[src/rtl/vcm_pkg.sv]
package vcm_pkg;
  // fractional bits of the running average (weight 1/8)
  localparam int unsigned AVG_FRAC = 3;
endpackage

[src/rtl/vcm_ewma.sv]
module vcm_ewma #(
  parameter int unsigned QW   = 5,
  parameter int unsigned FRAC = vcm_pkg::AVG_FRAC
) (
  input  logic          clk,
  input  logic          rst_n,
  input  logic [QW-1:0] occ,
  output logic [QW-1:0] avg_int
);
  localparam int unsigned AW = QW + FRAC;

  logic [AW-1:0]        avg_q;
  logic [AW-1:0]        avg_d;
  logic signed [AW+1:0] diff;
  logic signed [AW+1:0] sum;

  always_comb begin
    diff  = $signed({2'b00, occ, {FRAC{1'b0}}}) - $signed({2'b00, avg_q});
    sum   = $signed({2'b00, avg_q}) + (diff >>> FRAC);
    avg_d = sum[AW-1:0];
  end

  always_ff @(posedge clk or negedge rst_n) begin
    if (!rst_n) avg_q <= '0;
    else        avg_q <= avg_d;
  end

  assign avg_int = avg_q[AW-1:FRAC];
endmodule

[src/rtl/vcm_holdoff.sv]
module vcm_holdoff #(
  parameter int unsigned IW = 8
) (
  input  logic          clk,
  input  logic          rst_n,
  input  logic          fire,
  input  logic [IW-1:0] gap,
  output logic          idle
);
  logic [IW-1:0] cnt_q;
  logic [IW-1:0] cnt_d;
  logic          cnt_en;

  always_comb begin
    cnt_en = fire || (cnt_q != '0);
    cnt_d  = fire ? gap : cnt_q - 1'b1;
  end

  always_ff @(posedge clk or negedge rst_n) begin
    if (!rst_n)      cnt_q <= '0;
    else if (cnt_en) cnt_q <= cnt_d;
  end

  assign idle = (cnt_q == '0);
endmodule

[src/rtl/vcm_report.sv]
module vcm_report #(
  parameter int unsigned NUM_VC = 4,
  parameter int unsigned IW     = 8
) (
  input  logic              clk,
  input  logic              rst_n,
  input  logic [IW-1:0]     period,
  input  logic [NUM_VC-1:0] cong,
  output logic              rpt_valid,
  output logic [NUM_VC-1:0] rpt_map
);
  logic [IW-1:0] cnt_q;
  logic [IW-1:0] cnt_d;
  logic          due;

  always_comb begin
    due   = (cnt_q >= period);
    cnt_d = due ? '0 : cnt_q + 1'b1;
  end

  always_ff @(posedge clk or negedge rst_n) begin
    if (!rst_n) begin
      cnt_q     <= '0;
      rpt_valid <= 1'b0;
      rpt_map   <= '0;
    end else begin
      cnt_q     <= cnt_d;
      rpt_valid <= due;
      if (due) rpt_map <= cong;
    end
  end
endmodule

[src/rtl/vc_cong_monitor.sv]
module vc_cong_monitor #(
  parameter int unsigned NUM_VC = 4,
  parameter int unsigned QW     = 5,
  parameter int unsigned IW     = 8,
  parameter int unsigned DW     = 8,
  localparam int unsigned VCW   = (NUM_VC > 1) ? $clog2(NUM_VC) : 1
) (
  input  logic                 clk,
  input  logic                 rst_n,
  input  logic [NUM_VC*QW-1:0] q_occ,
  input  logic [QW-1:0]        thresh,
  input  logic [IW-1:0]        bn_gap,
  input  logic [IW-1:0]        rpt_period,
  input  logic                 pkt_valid,
  input  logic [VCW-1:0]       pkt_vc,
  input  logic                 pkt_fecn_in,
  input  logic                 pkt_perish,
  output logic                 pkt_fecn_out,
  output logic                 pkt_drop,
  output logic                 bn_req,
  output logic [VCW-1:0]       bn_vc,
  output logic                 rpt_valid,
  output logic [NUM_VC-1:0]    rpt_map,
  output logic [DW-1:0]        drop_cnt
);
  logic [NUM_VC-1:0] cong;
  logic [NUM_VC-1:0] full;
  logic [NUM_VC-1:0] hold_idle;
  logic              bn_fire;
  logic              drop_en;

  for (genvar v = 0; v < NUM_VC; v++) begin : g_vc
    logic [QW-1:0] avg_int;

    vcm_ewma #(.QW(QW)) u_avg (
      .clk     (clk),
      .rst_n   (rst_n),
      .occ     (q_occ[v*QW +: QW]),
      .avg_int (avg_int)
    );

    assign cong[v] = (avg_int >= thresh);
    assign full[v] = (q_occ[v*QW +: QW] == {QW{1'b1}});

    vcm_holdoff #(.IW(IW)) u_hold (
      .clk   (clk),
      .rst_n (rst_n),
      .fire  (bn_fire && (pkt_vc == VCW'(v))),
      .gap   (bn_gap),
      .idle  (hold_idle[v])
    );
  end

  always_comb begin
    pkt_drop     = pkt_valid && pkt_perish && full[pkt_vc];
    pkt_fecn_out = pkt_fecn_in || (pkt_valid && cong[pkt_vc]);
    bn_fire      = pkt_valid && cong[pkt_vc] && !pkt_drop && hold_idle[pkt_vc];
    drop_en      = pkt_drop && (drop_cnt != {DW{1'b1}});
  end

  always_ff @(posedge clk or negedge rst_n) begin
    if (!rst_n) begin
      bn_req   <= 1'b0;
      bn_vc    <= '0;
      drop_cnt <= '0;
    end else begin
      bn_req <= bn_fire;
      if (bn_fire) bn_vc    <= pkt_vc;
      if (drop_en) drop_cnt <= drop_cnt + 1'b1;
    end
  end

  vcm_report #(.NUM_VC(NUM_VC), .IW(IW)) u_rpt (
    .clk       (clk),
    .rst_n     (rst_n),
    .period    (rpt_period),
    .cong      (cong),
    .rpt_valid (rpt_valid),
    .rpt_map   (rpt_map)
  );
endmodule

[config.mk]
export PLATFORM = sky130hd
export DESIGN_NAME = vc_cong_monitor
export DESIGN_NICKNAME = d
export VERILOG_FILES = /design/src/rtl/vcm_pkg.sv /design/src/rtl/vcm_ewma.sv /design/src/rtl/vcm_holdoff.sv /design/src/rtl/vcm_report.sv /design/src/rtl/vc_cong_monitor.sv
export SDC_FILE = /design/constraint.sdc
export NUM_CORES = 1
export LEC_CHECK = 0
export CORE_MARGIN = 1.5
export CORE_UTILIZATION = 44
export CTS_CLUSTER_SIZE = 12
export DETAILED_ROUTE_END_ITERATION = 10
export DONT_BUFFER_PORTS = 1
export HOLD_SLACK_MARGIN = 0.03
export PLACE_DENSITY = 0.6
export SLEW_MARGIN = 30
export SYNTH_ARGS = -nofsm -noshare
export SYNTH_HDL_FRONTEND = slang
export SYNTH_SLANG_ARGS = --single-unit
[constraint.sdc]
create_clock -name clk -period 7 [get_ports clk]
set_input_delay 1.4 -clock clk [delete_from_list [all_inputs] [get_ports clk]]
set_output_delay 1.4 -clock clk [all_outputs]
set_load 0.01 [all_outputs]
# Yosys cells after proc, flatten, opt, wreduce, memory -nomap -nowiden
# Cells that the tools add are included.
[word_totals] word_cells=78 input_bits=48 ff_bits=88 output_inout_bits=18
[classes] n_eq_ne=8 order_cmp=6 n_addsub=14 n_reduce_logical=25 n_mux=11
[ops] cell="two-way mux 8 bit" n=5
[ops] cell="subtractor 8 x 8 -> 9 bit" n=4
[ops] cell="adder 8 x 6 -> 8 bit" n=4
[ops] cell="logical NOT 8 bit" n=4
[ops] cell="nonzero test 8 bit" n=4
[ops] cell="subtractor 8 x 1 -> 8 bit (second input constant)" n=4
[ops] cell="== test 5 bit (second input constant)" n=4
[ops] cell=">= comparator 5 bit" n=4
[ops] cell="adder 8 x 1 -> 8 bit (second input constant)" n=2
[ops] cell="logical AND 1 bit" n=10
[ops] cell=">= comparator 8 bit" n=1
[ops] cell="!= test 8 bit (second input constant)" n=1
[ops] cell="binary-select mux 1 bit (select 2 bit)" n=3
[ops] cell="logical OR 1 bit" n=5
[ops] cell="== test 2 bit (second input constant)" n=2
[ops] cell="less-than comparator 2 x 3 -> 1 bit (second input constant)" n=1
[ops] cell="two-way mux 1 bit" n=3
[ops] cell="== test 2 x 1 -> 1 bit (second input constant)" n=1
[ops] cell="logical NOT 2 bit" n=1
[ops] cell="logical NOT 1 bit" n=1

# Logic depth before layout (Yosys ltp)
# Gate-level depths: netlist (run 1).
[logic_depth] ltp_word=9 depth_mapped=13

# Hierarchy
# Synthesis (run 1) repeated with hierarchy kept, for this count alone.
[unflattened] cells_unflattened=693 hier_area_um2=6820.3
[modules_own_cells] mod="vcm_ewma at g_vc[1].u_avg ..." seq_area_each_um2=200.2 area_per_inst_um2=732.0 n_inst=3 cells_per_inst=72
[modules_own_cells] mod="vcm_holdoff" seq_area_each_um2=200.2 area_per_inst_um2=486.7 n_inst=4 cells_per_inst=55
[modules_own_cells] mod="vc_cong_monitor" seq_area_each_um2=275.3 area_per_inst_um2=1169.9 n_inst=1 cells_per_inst=118
[modules_own_cells] mod="vcm_report" seq_area_each_um2=325.3 area_per_inst_um2=757.0 n_inst=1 cells_per_inst=67
[modules_own_cells] mod="vcm_ewma at g_vc[0].u_avg" seq_area_each_um2=200.2 area_per_inst_um2=750.7 n_inst=1 cells_per_inst=72

# Worst setup path after synthesis (run 1)
# OpenSTA, ideal clock, no wires.
[synth_timing] kind="input port to output port" startpoint="in thresh[4]" endpoint="out pkt_fecn_out" slack_ps=2570 n_path_buf=0 cell_stages=8 arrival_time_ps=3030 cell_sequence="inv_1 > ha_1 > or4b_1 > o311a_1 > nand2_4 > a21o_1 > a21oi_1 > or2_2"
[synth_between] elab_chain_cells=5 elab_cells_between_ends=8 classes_between="order compare (4); mux (2); reduce/logical (2)"
[synth_lines] element="start: declaration" line="vc_cong_monitor.sv:11" source="input logic [QW-1:0] thresh,"
[synth_lines] element=">= comparator 5 bit" line="vc_cong_monitor.sv:42" source="assign cong[v] = (avg_int >= thresh);"
[synth_lines] element="binary-select mux 1 bit (select 2 bit) *" line="vc_cong_monitor.sv:56" source="pkt_fecn_out = pkt_fecn_in || (pkt_valid && cong[pkt_vc]);"
[synth_lines] element="two-way mux 1 bit (implied by the code) *" line="vc_cong_monitor.sv:56"
[synth_lines] element="logical AND 1 bit *" line="vc_cong_monitor.sv:56"
[synth_lines] element="logical OR 1 bit *" line="vc_cong_monitor.sv:56"
[synth_lines] element="end: declaration" line="vc_cong_monitor.sv:18" source="output logic pkt_fecn_out,"
# Mark *: on every way between the ends. The rest lies on a longest branch, timed or not. The select of a mux whose other input is x is not followed.

# Worst setup path after layout (run 1)
[layout_timing] startpoint="in thresh[0]" endpoint="out pkt_fecn_out"
# The elaborated chain is that of the path after synthesis.

==> qor.csv, run 1 <==
metric,value,unit
regArea,0.00220,mm2
min_to,g_vc[0].u_avg.avg_q[0],
end_kind,output port,
timing.final.ws_setup,2320,ps
n_antenna_cell,0,
cts_sinks,88,
die_x,122,um
holdCritStartpoint,g_vc[0].u_avg.avg_q[0],
wirelength,13400,um
antenna_found_initial,0,
yosys.area_share.adder,0.178,
clk_pin_slew,70,ps
max_freq,0.214,GHz
timing.setup.tns,0,ps
post-route-drc-count,0,
synthDistinctLibCells,63,
regToRegSetupSlack,3750,ps
min_period,4680,ps
path_class,in2out,
synthCells,632,
final_antenna_net_count,0,
cts_root_buffer,clkbuf_16,
holdPathStages,1,
grt.total_usage,0.196,
start_util,0.449,
hpwlAfterDp,10300,um
hold_class,reg2reg,
reg2regPathDepth,12,
fin_crit_sh,0.669,
cts-htree-levels,3,
grt_start_max_net_pins,89,
synthSimpleGateAreaFrac,0.156,
final_layout_size_suffix_gt1_frac,0.0686,
coreArea,0.0138,mm2
slew_violations,0,
rsz0062_at_grt,false,
synth_ff_type,dfrtp_1,
relSlewSlack,0.588,
reg2reg_from,g_vc[1].u_avg.avg_q[3],
vias,4512,
cts_hold_buf,0,
yosysSeqAreaShare,0.355,
core.rowCount,43,
cts_setup_buffers,0,
synth_edf_count,0,
numCtsBuffers,9,
die-area,0.0148,mm2
avgViaCountPerCell,5.50,
nets,770,
syn-num-nets,766,
worstPathMaxFanout,4,
rr_endpoint,g_vc[1].u_avg.avg_q[7],
synth-compound-area-share,0.127,
ys_seq_elements,88,
finalSetupViolCount,0,
worstPathRequired,5600,ps
io_buffer_count,0,
maxCapViolations,0,
yosysWarnings,0,
drt_first_pass_iters,4,
multi_input_area,0.00372,mm2
cts_buffer_depth,2,
worst_skew_pair.late_latency,350,ps
cts_tree,yes,
grt_pass1_wl,22500,um
wl_per_cell,16.3,um
post-place-ws,2360,ps
gr-total-overflow,0,
cts_resized,0,
status,"complete, no violations",
synth_top_family_by_area,adder cells,
skew,7.91,ps
drtIter0Drc,245,
leakagePower,3.04,nW
place.gp.congestion,0.850,
n_fill_cell,1313,
synthMuxAreaShare,0.0284,
synth_area,0.00621,mm2
die_h,122,um
synth-xor-area-share,0.109,
pwr_density_cell,487,mW/mm2
finalHoldViolCount,0,
grt_pass1_vias,4708,
peakVddDrop,0.318,mV
worstMarginPinSlew,603,ps
area_growth,7.15,%
io_pins,66,
start_kind,input pin,
syn_avg_cell_area,9.83,um2
async_flop_share,1.00,
arrival,3280,ps
## state kept, by name, summed over array words and instances (netlist names)
register,cells
g_vc.u_hold.cnt_q,32
bn_req,1
drop_cnt,8
g_vc.u_avg.avg_q,32
u_rpt.rpt_valid,1
u_rpt.cnt_q,8
u_rpt.rpt_map,4
bn_vc,2
## cell type report
| cell class | instances | area share |
|---|---|---|
| multi-input cells | 475 | 0.558 |
| flip-flops and latches | 88 | 0.331 |
| clock buffers | 11 | 0.0365 |
| inverters | 61 | 0.0344 |
| well taps | 180 | 0.0338 |
| clock inverters | 5 | 0.00489 |
| repair buffers | 1 | 0.00113 |
## power breakdown
part | internal [mW] | switching (mW) | total [mW]
Clock | 0.249 | 0.215 | 0.464
Combinational | 0.913 | 1.01 | 1.92
Sequential | 0.700 | 0.154 | 0.854
## layer usage
layer,GRT usage,part of all wire
met1,0.242,0.46
met2,0.324,0.47
met3,0.0459,0.042
met4,0.0912,0.027
met5,0,0
## cells in the final DEF, fill, tap and decap left out, types with 4 or more instances in the layout
cell type,Yosys,routed
a21o_1,11,11
a21oi_1,39,39
a221o_1,4,4
and3_1,4,4
clkbuf_16,0,9
dfrtp_1,88,88
fa_1,4,4
ha_1,82,82
inv_1,61,61
mux2_4,4,4
mux2i_1,6,6
nand2_1,40,40
nand2b_1,4,4
nand3_1,19,19
nand4_1,5,5
nor2_1,42,42
nor3_1,26,26
nor3b_1,5,5
o211ai_1,6,6
o21ai_0,22,22
o21bai_1,6,6
o2bb2ai_1,8,8
xnor2_1,46,46
xor2_1,31,31
## worst max-delay path, cell delays in order
cell       delay (ps)
ha_1              270
nand2b_1          150
a2111oi_0         470
nor3_1            170
o32ai_1           290
a21oi_1           190
or2_2             330
## synthesized netlist by cell type, drive strengths merged, types with 4 or more instances
cell / instances / share of area
and3: 4 / 0.0040
o211ai: 6 / 0.0073
nor3: 29 / 0.026
buf: 5 / 0.0085
o21bai: 6 / 0.0073
nand3: 20 / 0.017
ha: 82 / 0.17
a211oi: 4 / 0.0068
and2: 4 / 0.0044
nor4: 7 / 0.014
a21o: 11 / 0.013
fa: 4 / 0.013
nor2: 42 / 0.025
a221o: 4 / 0.0064
nor3b: 5 / 0.0060
mux2: 9 / 0.019
xnor2: 46 / 0.065
nand2b: 5 / 0.0054
xor2: 31 / 0.044
o2bb2ai: 8 / 0.011
o21ai: 23 / 0.019
dfrtp: 88 / 0.35
inv: 61 / 0.037
mux2i: 6 / 0.0097
nand2: 41 / 0.026
nand4: 5 / 0.0050
a21oi: 39 / 0.031
## kinds of logic (layout without fill, tap and decap cells)
kind of cell,after synthesis,after routing
fa+ha+maj,86,86
simple gates,178,178
flops,88,88
compound gates,119,119
mux,15,15
buf+inv,69,78
xor+xnor,77,77
## worst max path at each step
stage                     slack, ps  cells past startpoint       from            to
final                          2320                      7  thresh[0]  pkt_fecn_out
after floorplan                2570                      8  thresh[4]  pkt_fecn_out
after CTS                      2330                      7  thresh[0]  pkt_fecn_out
after detailed placement       2360                      7  thresh[0]  pkt_fecn_out
after global routing           2280                      7  thresh[0]  pkt_fecn_out
after global placement         2410                      7  thresh[0]  pkt_fecn_out
## metrics by stage
step	area (um2)	hold slack, ps	total power [mW]	util	cells
after floorplan	6210	479	2.42	-	632
after global placement	6380	493	2.70	0.461	805
after detailed placement	6380	498	2.79	0.461	805
after CTS	6660	514	3.27	0.481	821
after global routing	6660	526	3.58	0.481	821
final	6660	508	3.24	0.481	821
No activity file was read; power rests on OpenSTA's default activity.
==> inputs of run 2 (changes only) <==
==> constraint.sdc (replaced) <==
create_clock -name clk -period 4.9 [get_ports clk]
set_input_delay 0.98 -clock clk [delete_from_list [all_inputs] [get_ports clk]]
set_output_delay 0.98 -clock clk [all_outputs]
set_load 0.01 [all_outputs]
==> run 2 against run 1 <==
Against the previous run:
- sequential power up 43%
- critical path depth unchanged
- via count down 0.24%
- die area unchanged
- combinational power increased by 42%
- global-route usage decreased by 0.26 points
- worst hold slack got worse by 190 ps
- critical path type unchanged
- critical endpoint unchanged
==> qor.csv, run 2 (synthesis results as in run 1) <==
metric,value,unit,change
status,"complete, no violations",,
leakagePower,3.04,nW,+0.27%
p_switching,1.95,mW,+41%
io_pins,66,,unchanged
fin_area,0.00665,mm2,about the same
hpwlAfterDp,10200,um,-0.44%
placed_area,0.00638,mm2,unchanged
n_antenna_cell,0,,unchanged
die_h,122,um,unchanged
p_int,2.66,mW,+43%
cts_setup_buffers,0,,unchanged
grt.total_usage,0.193,,-0.00255
cts_resized,0,,unchanged
swShare,0.423,,-0.00288
gr-total-overflow,0,,unchanged
largest_registers,"g_vc.u_avg.avg_q (32), g_vc.u_hold.cnt_q (32)",,
worstPathMaxFanout,4,,unchanged
max_freq,0.265,GHz,
die_x,122,um,unchanged
numCtsBuffers,9,,unchanged
final_layout_size_suffix_gt1_frac,0.0686,,unchanged
min_period,3770,ps,
pwr_density_cell,692,mW/mm2,+42%
grt_pass1_vias,4592,,-2.5%
cts_sinks,88,,unchanged
timing.setup.tns,0,ps,unchanged
p_comb_frac,0.594,,about the same
antenna_found_initial,0,,unchanged
p_clk_frac,0.142,,about the same
cts_buffer_depth,2,,unchanged
slew_violations,0,,unchanged
grt_pass1_wl,22200,um,-1.4%
cts_hold_buf,0,,unchanged
end_kind,output port,,
coreArea,0.0138,mm2,unchanged
final_antenna_net_count,0,,unchanged
fin_crit_sh,0.770,,
clk_pin_slew,60,ps,about the same
path_class,in2out,,
start_util,0.449,,unchanged
wirelength,13300,um,-0.77%
nets,770,,unchanged
hold_class,in2async,,
die-area,0.0148,mm2,unchanged
finalHoldViolCount,0,,unchanged
start_kind,input pin,,
io_buffer_count,0,,unchanged
power.total,4.61,mW,+42%
peakVddDrop,0.557,mV,+75%
area_growth,7.13,%,about the same
rsz0062_at_grt,false,,
wl_per_cell,16.1,um,-0.77%
cts-htree-levels,3,,unchanged
cp_top_family,compound AO/OA/AOI/OAI gates,,
cts_tree,yes,,
vias,4501,,-0.24%
cp_slowest_cell,a2111oi_0,,
final_common_cell,dfrtp_1,,
arrival,2790,ps,-490 ps
core.rowCount,43,,unchanged
path_cells,ha_1 -> nand2b_1 -> a2111oi_0 -> nor3_1 -> o32ai_1 -> a21oi_1 -> or2_2,,
worst_skew_pair.late_latency,350,ps,about the same
worstPathRequired,3920,ps,-1680 ps
cts_root_buffer,clkbuf_16,,
whs,317,ps,-191 ps
grt_start_max_net_pins,89,,unchanged
drt_first_pass_iters,4,,unchanged
worstMarginPinSlew,607,ps,+3.99 ps
relSlewSlack,0.593,,+0.00469
maxCapViolations,0,,unchanged
place.gp.congestion,0.861,,+1.4%
post-route-drc-count,0,,unchanged
drtIter0Drc,224,,-8.6%
mostFrequentLayoutCells,"dfrtp_1 (88), ha_1 (82), inv_1 (61)",,
avgViaCountPerCell,5.48,,-0.24%
p_seq_frac,0.265,,+0.002
skew,5.20,ps,-2.70 ps
finalSetupViolCount,0,,unchanged
cpPeakStageDelay,440,ps,-30 ps
critical_path_buf_inv_count,0,,unchanged
==> run 2: cell count changes in the layout (fill, tap and decap cells not counted), sizes merged <==
| cell | change |
|---|---|
| clkinv | +1 |
| clkinvlp | -2 |
| inv | +1 |
==> run 2: power groups by stage <==
stage	Sequential, mW	Combinational (mW)	Clock, mW
final	1.22	2.73	0.652
after CTS	1.22	2.75	0.677
after detailed placement	1.23	2.74	0
after global routing	1.25	3.13	0.704
after global placement	1.23	2.62	0
after floorplan	1.17	2.29	0
==> run 2: metrics by stage <==
step	std cells	util	setup slack, ps
floorplan	632	-	1310
global route	821	0.481	968
finish	821	0.481	1130
detailed placement	805	0.461	1120
CTS	821	0.481	1070
global placement	805	0.461	1150
==> run 2: worst reg2reg max path, stage by stage (launching register included) <==
cell and delay [ps]:
dfrtp_1 360, inv_1 90, ha_1 330, or4b_1 450, a211oi_1 320, a21oi_1 180, xnor2_1 150, ha_1 340
nand2_1 80, o21ai_0 120, o41ai_1 370, xnor2_1 190, xnor2_1 130
==> run 2: per-layer routing <==
| layer | track usage | wire length (um) |
|---|---|---|
| met1 | 0.243 | 6100 |
| met3 | 0.0473 | 561 |
| met4 | 0.0772 | 282 |
| met2 | 0.320 | 6310 |
| met5 | 0 | 0 |
==> run 2: final cells by class <==
class | count | area, um2
clock inverters | 5 | 31.3
well taps | 180 | 225
inverters | 61 | 229
fillers | 1271 | 7170
multi-input cells | 475 | 3720
flip-flops and latches | 88 | 2200
clock buffers | 11 | 243
repair buffers | 1 | 7.51
==> run 2: worst paths after layout <==
kind                       cells after the start                    from  slack (ps)                endpoint
hold reg to reg                                1  g_vc[0].u_avg.avg_q[0]         510  g_vc[0].u_avg.avg_q[0]
hold / removal                                 0                   rst_n         320          u_rpt.cnt_q[3]
setup / recovery                               7               thresh[0]        1130            pkt_fecn_out
min in group clk                               1  g_vc[0].u_avg.avg_q[0]         510  g_vc[0].u_avg.avg_q[0]
max in group asynchronous                      0                   rst_n        4390  g_vc[0].u_avg.avg_q[6]
setup reg to reg                              12  g_vc[1].u_avg.avg_q[3]        1710  g_vc[1].u_avg.avg_q[7]
